## config.mk

```make
export PLATFORM = sky130hd
export DESIGN_NAME = sgate_pulse_gen
export DESIGN_NICKNAME = d
export VERILOG_FILES = /design/src/rtl/sgp_pkg.sv /design/src/rtl/sgp_edge_det.sv /design/src/rtl/sgp_line_tracker.sv /design/src/rtl/sgp_pixel_timer.sv /design/src/rtl/sgp_gate_out.sv /design/src/rtl/sgate_pulse_gen.sv
export SDC_FILE = /design/constraint.sdc
export NUM_CORES = 1
export LEC_CHECK = 0
export ABC_AREA = 1
export BUFFER_PORTS_ARGS = -buffer_cell sky130_fd_sc_hd__buf_2
export CAP_MARGIN = 20
export CORE_MARGIN = 8
export CORE_UTILIZATION = 50
export CTS_CLUSTER_SIZE = 12
export DETAILED_ROUTE_END_ITERATION = 10
export PLACE_DENSITY = 0.73
export SLEW_MARGIN = 20
export SYNTH_ARGS = -nofsm -noshare
export SYNTH_HDL_FRONTEND = slang
export SYNTH_SLANG_ARGS = --single-unit
```

## constraint.sdc

```tcl
create_clock -name clk -period 4.5 [get_ports clk]
set_clock_uncertainty 0.1 [all_clocks]
set_input_delay 0.675 -clock clk [delete_from_list [all_inputs] [get_ports clk]]
set_output_delay 0.675 -clock clk [all_outputs]
set_load 0.05 [all_outputs]
```

## src/rtl/sgp_pkg.sv

```systemverilog
package sgp_pkg;
  localparam int PIX_W     = 13;
  localparam int LEN_W     = 8;
  localparam int LINE_W    = 7;
  localparam int MASK_W    = 6;
  localparam int NUM_GATES = 2;

  typedef struct packed {
    logic [PIX_W-1:0]     pos_a;
    logic [PIX_W-1:0]     pos_b;
    logic [LEN_W-1:0]     len;
    logic [NUM_GATES-1:0] sel;
    logic [LINE_W-1:0]    line;
    logic [NUM_GATES-1:0] unmask;
    logic                 en;
  } sgp_cfg_t;

  // mask bit that unmasks gate i (sparse code: bits 1, 3, ...)
  function automatic int unmask_bit(input int i);
    return 2 * i + 1;
  endfunction
endpackage

```

## src/rtl/sgp_edge_det.sv

```systemverilog
module sgp_edge_det #(
  parameter int W = 2
) (
  input  logic         clk,
  input  logic         rst,
  input  logic [W-1:0] din,
  output logic [W-1:0] rise
);
  logic [W-1:0] din_q;

  always_ff @(posedge clk) begin
    if (rst) din_q <= '0;
    else     din_q <= din;
  end

  assign rise = din & ~din_q;
endmodule

```

## src/rtl/sgp_line_tracker.sv

```systemverilog
module sgp_line_tracker #(
  parameter int LINE_W = 7
) (
  input  logic              clk,
  input  logic              rst,
  input  logic              vd_rise,
  input  logic              hd_rise,
  input  logic [LINE_W-1:0] act_line,
  output logic              start
);
  localparam logic [LINE_W-1:0] LINE_MAX = {LINE_W{1'b1}};

  logic [LINE_W-1:0] line_cnt;
  logic              fired;

  assign start = hd_rise && !vd_rise && !fired && (line_cnt == act_line);

  always_ff @(posedge clk) begin
    if (rst) begin
      line_cnt <= '0;
      fired    <= 1'b0;
    end else if (vd_rise) begin
      line_cnt <= '0;
      fired    <= 1'b0;
    end else if (hd_rise) begin
      if (start) fired <= 1'b1;
      if (line_cnt != LINE_MAX) line_cnt <= line_cnt + 1'b1;
    end
  end

  // a new field restarts the line count from zero
  p_line_clear_r2: assert property (@(posedge clk) disable iff (rst)
    vd_rise |=> (line_cnt == '0) && !fired);

  // once the pulse line has fired, no second start in the field
  p_one_start_r6: assert property (@(posedge clk) disable iff (rst)
    (fired && !vd_rise) |=> fired);
endmodule

```

## src/rtl/sgp_pixel_timer.sv

```systemverilog
module sgp_pixel_timer #(
  parameter int PIX_W = 13
) (
  input  logic             clk,
  input  logic             rst,
  input  logic             vd_rise,
  input  logic             start,
  output logic [PIX_W-1:0] pix,
  output logic             active
);
  localparam logic [PIX_W-1:0] PIX_MAX = {PIX_W{1'b1}};

  always_ff @(posedge clk) begin
    if (rst) begin
      pix    <= '0;
      active <= 1'b0;
    end else if (vd_rise) begin
      pix    <= '0;
      active <= 1'b0;
    end else if (start) begin
      pix    <= '0;
      active <= 1'b1;
    end else if (active) begin
      if (pix == PIX_MAX) active <= 1'b0;
      else                pix    <= pix + 1'b1;
    end
  end

  // counter stops at its top value and drops out of the active state
  p_pix_sat_r6: assert property (@(posedge clk) disable iff (rst)
    (active && pix == PIX_MAX && !vd_rise && !start) |=> (!active && pix == PIX_MAX));

  // later line syncs do not disturb a running count
  p_no_restart_r5: assert property (@(posedge clk) disable iff (rst)
    (active && pix != PIX_MAX && !vd_rise && !start) |=> (pix == $past(pix) + 1'b1));
endmodule

```

## src/rtl/sgp_gate_out.sv

```systemverilog
module sgp_gate_out #(
  parameter int PIX_W = 13,
  parameter int LEN_W = 8
) (
  input  logic             clk,
  input  logic             rst,
  input  logic [PIX_W-1:0] pix,
  input  logic             active,
  input  logic [PIX_W-1:0] start_pos,
  input  logic [LEN_W-1:0] len,
  input  logic             gate_en,
  output logic             gate
);
  logic [PIX_W:0] win_end;
  logic           in_win;

  assign win_end = {1'b0, start_pos} + {{(PIX_W+1-LEN_W){1'b0}}, len};
  assign in_win  = active && (pix >= start_pos) && ({1'b0, pix} < win_end);

  always_ff @(posedge clk) begin
    if (rst) gate <= 1'b0;
    else     gate <= in_win && gate_en;
  end

  // a gated-off output stays low
  p_gate_off_r8: assert property (@(posedge clk) disable iff (rst)
    !gate_en |=> !gate);

  // zero length never produces a pulse
  p_len_zero_r9: assert property (@(posedge clk) disable iff (rst)
    (len == '0) |=> !gate);

  // a pulse only appears while the pixel counter was running
  p_gate_in_run_r3: assert property (@(posedge clk) disable iff (rst)
    gate |-> $past(active));
endmodule

```

## src/rtl/sgate_pulse_gen.sv

```systemverilog
module sgate_pulse_gen
  import sgp_pkg::*;
(
  input  logic              clk,
  input  logic              rst,
  input  logic              vsync,
  input  logic              hsync,
  input  logic [PIX_W-1:0]  cfg_pos_a,
  input  logic [PIX_W-1:0]  cfg_pos_b,
  input  logic [LEN_W-1:0]  cfg_len,
  input  logic              cfg_sel_1,
  input  logic              cfg_sel_2,
  input  logic [LINE_W-1:0] cfg_line,
  input  logic [MASK_W-1:0] cfg_mask,
  input  logic              cfg_en,
  output logic              gate_1,
  output logic              gate_2
);
  logic [1:0]           sync_rise;
  logic                 vd_rise, hd_rise;
  sgp_cfg_t             cfg_in, shadow;
  logic                 start;
  logic [PIX_W-1:0]     pix;
  logic                 active;
  logic [NUM_GATES-1:0] gate_vec;
  logic [MASK_W-1:0]    mask_unused;

  sgp_edge_det #(.W(2)) u_edges (
    .clk (clk), .rst (rst), .din ({hsync, vsync}), .rise (sync_rise)
  );
  assign vd_rise = sync_rise[0];
  assign hd_rise = sync_rise[1];

  // gather configuration; only the sparse unmask bits are kept
  always_comb begin
    mask_unused  = cfg_mask;
    cfg_in.pos_a = cfg_pos_a;
    cfg_in.pos_b = cfg_pos_b;
    cfg_in.len   = cfg_len;
    cfg_in.sel   = {cfg_sel_2, cfg_sel_1};
    cfg_in.line  = cfg_line;
    cfg_in.en    = cfg_en;
    for (int i = 0; i < NUM_GATES; i++) begin
      cfg_in.unmask[i]            = cfg_mask[unmask_bit(i)];
      mask_unused[unmask_bit(i)]  = 1'b0;
    end
  end

  always_ff @(posedge clk) begin
    if (rst)          shadow <= '0;
    else if (vd_rise) shadow <= cfg_in;
  end

  sgp_line_tracker #(.LINE_W(LINE_W)) u_lines (
    .clk (clk), .rst (rst), .vd_rise (vd_rise), .hd_rise (hd_rise),
    .act_line (shadow.line), .start (start)
  );

  sgp_pixel_timer #(.PIX_W(PIX_W)) u_pix (
    .clk (clk), .rst (rst), .vd_rise (vd_rise), .start (start),
    .pix (pix), .active (active)
  );

  for (genvar g = 0; g < NUM_GATES; g++) begin : g_gate
    logic [PIX_W-1:0] sel_pos;
    assign sel_pos = shadow.sel[g] ? shadow.pos_b : shadow.pos_a;

    sgp_gate_out #(.PIX_W(PIX_W), .LEN_W(LEN_W)) u_gate (
      .clk (clk), .rst (rst), .pix (pix), .active (active),
      .start_pos (sel_pos), .len (shadow.len),
      .gate_en (shadow.en && shadow.unmask[g]), .gate (gate_vec[g])
    );
  end

  assign gate_1 = gate_vec[0];
  assign gate_2 = gate_vec[1];

  // shadow copy only moves on a field start
  p_shadow_hold_r10: assert property (@(posedge clk) disable iff (rst)
    !vd_rise |=> $stable(shadow));

  // outputs are low in the first cycle after reset
  p_reset_low_r1: assert property (@(posedge clk)
    rst |=> (!gate_1 && !gate_2));
endmodule

```

==> results.md <==
* CTS tree: done
* Area Overhead vs Synth at 9.70%
* Vias/cell at 5.21
* Htree depth at 3
* RSZ-0062 raised after global routing: no
* Total global-route track usage at between 10% and 20%
* CP required at 4.66 ns
* Clock latency on the worst-skew pair at between 0.3 and 0.4 ns
* Via count at a little over 5000
* Routed WL per cell at ~13 um
* Clock Tree Buf Depth at 2
* Power Density at 276 nW/um^2
* Synth Area per Inst at between 6 and 7 sq um
* Largest family of logic cells by synthesized area: simple AND/OR/NAND/NOR gates
* Yosys synthesis warning count at 0
* First-pass GRT wire length at 21500 um
* Final hold slack at around 0.36 ns
* Multiplexer share of the synthesized area at 0%
* Period utilization at 79.9%
* Largest net degree at the start of global routing at 67
* CP startpoint kind: flop
* CTS root buf: clkbuf_8
* Slew Limit Fails at 0
* Compound-Gate Fraction of Synth Area at between 15 and 20%
* GRT overflow at 0
* Commonest non-fill, non-tap cell in the layout: nand2_1
* Sink Count at roughly 70
* Worst-margin pin slew at 0.708 ns
* Final Setup Violations at 0
* Antenna cells at 0
* Mapped Cells at between 700 and 800
* Hold_buf cts at 0
* Antenna violations before repair at 0
* Final antenna-violating net count at 0
* Die Y-Extent at roughly 120 um
* Layout cell share with drive strength beyond 1 at 10.3%
* Critical path peak fanout at 25
* Fmax at about 0.28 GHz
* Drt pass-1 iters at 6
* Net Count, Synth at 922
* Die width at 119 um
* Adder-cell share of the synthesized area at 16.7%
* Post-CTS setup buffer count at 0
* Drt drc at 0
* Crit path kind: flop to flop
* CTS resizes at 0
* Synth Area in Simple Gates at 26.9%
* Core box area at around 10000 sq um
* Final instance area at 5860 sq um
* DRT iter0 DRCs at 349
* Arrival time at the worst endpoint at 3.76 ns
* Worst min path class: flop to flop
* Worst slew margin at 52.7%
* VDD IR max at ~0.00017 V
* Commonest cells after routing, fill and taps aside: nand2_1, nor2_1, inv_1
* Fin crit period at 3.59 ns
* Mapped cell area at 5340 sq um
* Area of placed instances at between 5000 and 6000 sq um
* Final Hold Viols at 0
* Sequential area share after synthesis at 27.0%
* IO Pins at 56
* Crit end category: flop
* Detail Placement HPWL at 10100 um
* MaxCap Viol Count at 0
* GP Congestion at between 0.9 and 1
* Final nets at 964
* Final Util at between 50% and 60%
* Vias in the first global route at 4904
* Pleak at 0.00283 uW
* Synth unique cells at 33
* Setup TNS Final at 0 ns
* Rows at 37
* #FFs+latches synth at 72
* Clock-pin transition on the worst setup and hold timing paths at 0.09 ns
* Port-buffer cells at 51
* Total Wirelength at 12500 um
* Initial Util at 51.5%
* Status: completed
* Total CTS buffers at 9
* Post-Synth XOR/XNOR Area at 5.41%
* Die ar. at 14200 sq um
==> state kept, by name, indices dropped and copies added (netlist names) <==
name                cells
shadow                 46
u_pix.pix              13
u_lines.line_cnt        7
g_gate.u_gate.gate      2
u_edges.din_q           2
u_lines.fired           1
u_pix.active            1
==> worst max-delay path, stage by stage (launching register included) <==
cell	delay (ns)
dfxtp_1	0.78
o21ai_0	0.38
ha_1	0.34
fa_1	0.42
nand2_1	0.10
o21ai_0	0.14
nand4_1	0.13
nand2_1	0.12
xor2_1	0.16
ha_1	0.27
nand2_1	0.07
o21a_1	0.18
nand2_1	0.08
nand2_1	0.06
a21oi_1	0.12
nor2_1	0.05
==> Yosys cell counts (all sizes together) <==
cell,n,share of area [%]
inv,99,7.0
o211ai,1,0.14
nor3,10,1.1
o31ai,1,0.14
dfxtp,72,27
nand3,29,2.9
a31oi,2,0.23
clkbuf,14,0.98
ha,68,16
o22ai,1,0.12
xnor2,13,2.1
o21ai,82,7.8
nand2,190,14
or2,1,0.12
nor2,102,7.4
fa,2,0.75
and2,1,0.12
nand4,10,1.2
o21a,2,0.28
buf,8,1.1
xor2,20,3.3
nand3b,3,0.42
a21oi,67,6.3
==> through the flow <==
step,cells,power [uW],setup slack (ns)
final,981,1620,0.906
after global placement,965,1110,1.09
after CTS,981,1630,0.976
after global routing,981,1730,0.669
after floorplan,798,1030,1.45
after detailed placement,965,1130,0.966
==> report_power, final <==
group	switching (uW)	leakage (uW)	internal, uW
Sequential	29.8	0.000592	671
Combinational	259	0.00215	163
Clock	283	0.0000903	212
Total	572	0.00283	1050
==> logic make-up after synthesis <==
| family | after synthesis |
|---|---|
| AO/OA/AOI/OAI | 156 |
| XOR/XNOR | 33 |
| adder cells (fa/ha/maj) | 70 |
| buffers and inverters | 121 |
| flip-flops | 72 |
| AND/OR/NAND/NOR | 346 |
==> layout make-up <==
class	instances	area (sq um)
clock inverter	7	63.8
sequential	72	1440
fill	1027	4510
timing repair buffer	53	270
inverter	99	372
tap	136	170
clock buffer	9	124
multi-input combinational	605	3420
==> final timing paths <==
kind         startpoint                     to  slack [ns]  depth (start not counted)
min           shadow[2]              shadow[2]        0.36                          2
max reg2reg  shadow[11]  g_gate[1].u_gate.gate        0.91                         15
min reg2reg   shadow[2]              shadow[2]        0.36                          2
max          shadow[11]  g_gate[1].u_gate.gate        0.91                         15
==> layer usage <==
metal  GRT usage [%]  vias to the layer above  part of all wire (%)  wire length [um]
li1                -                     2669                     -                 -
met1            23.2                     2318                    49              6160
met4            5.62                        0                   1.4               178
met5               0                        -                     0                 0
met3            3.54                       16                   4.5               567
met2            29.9                      109                    45              5610
Note: power is estimated with default switching activity, not from simulation.
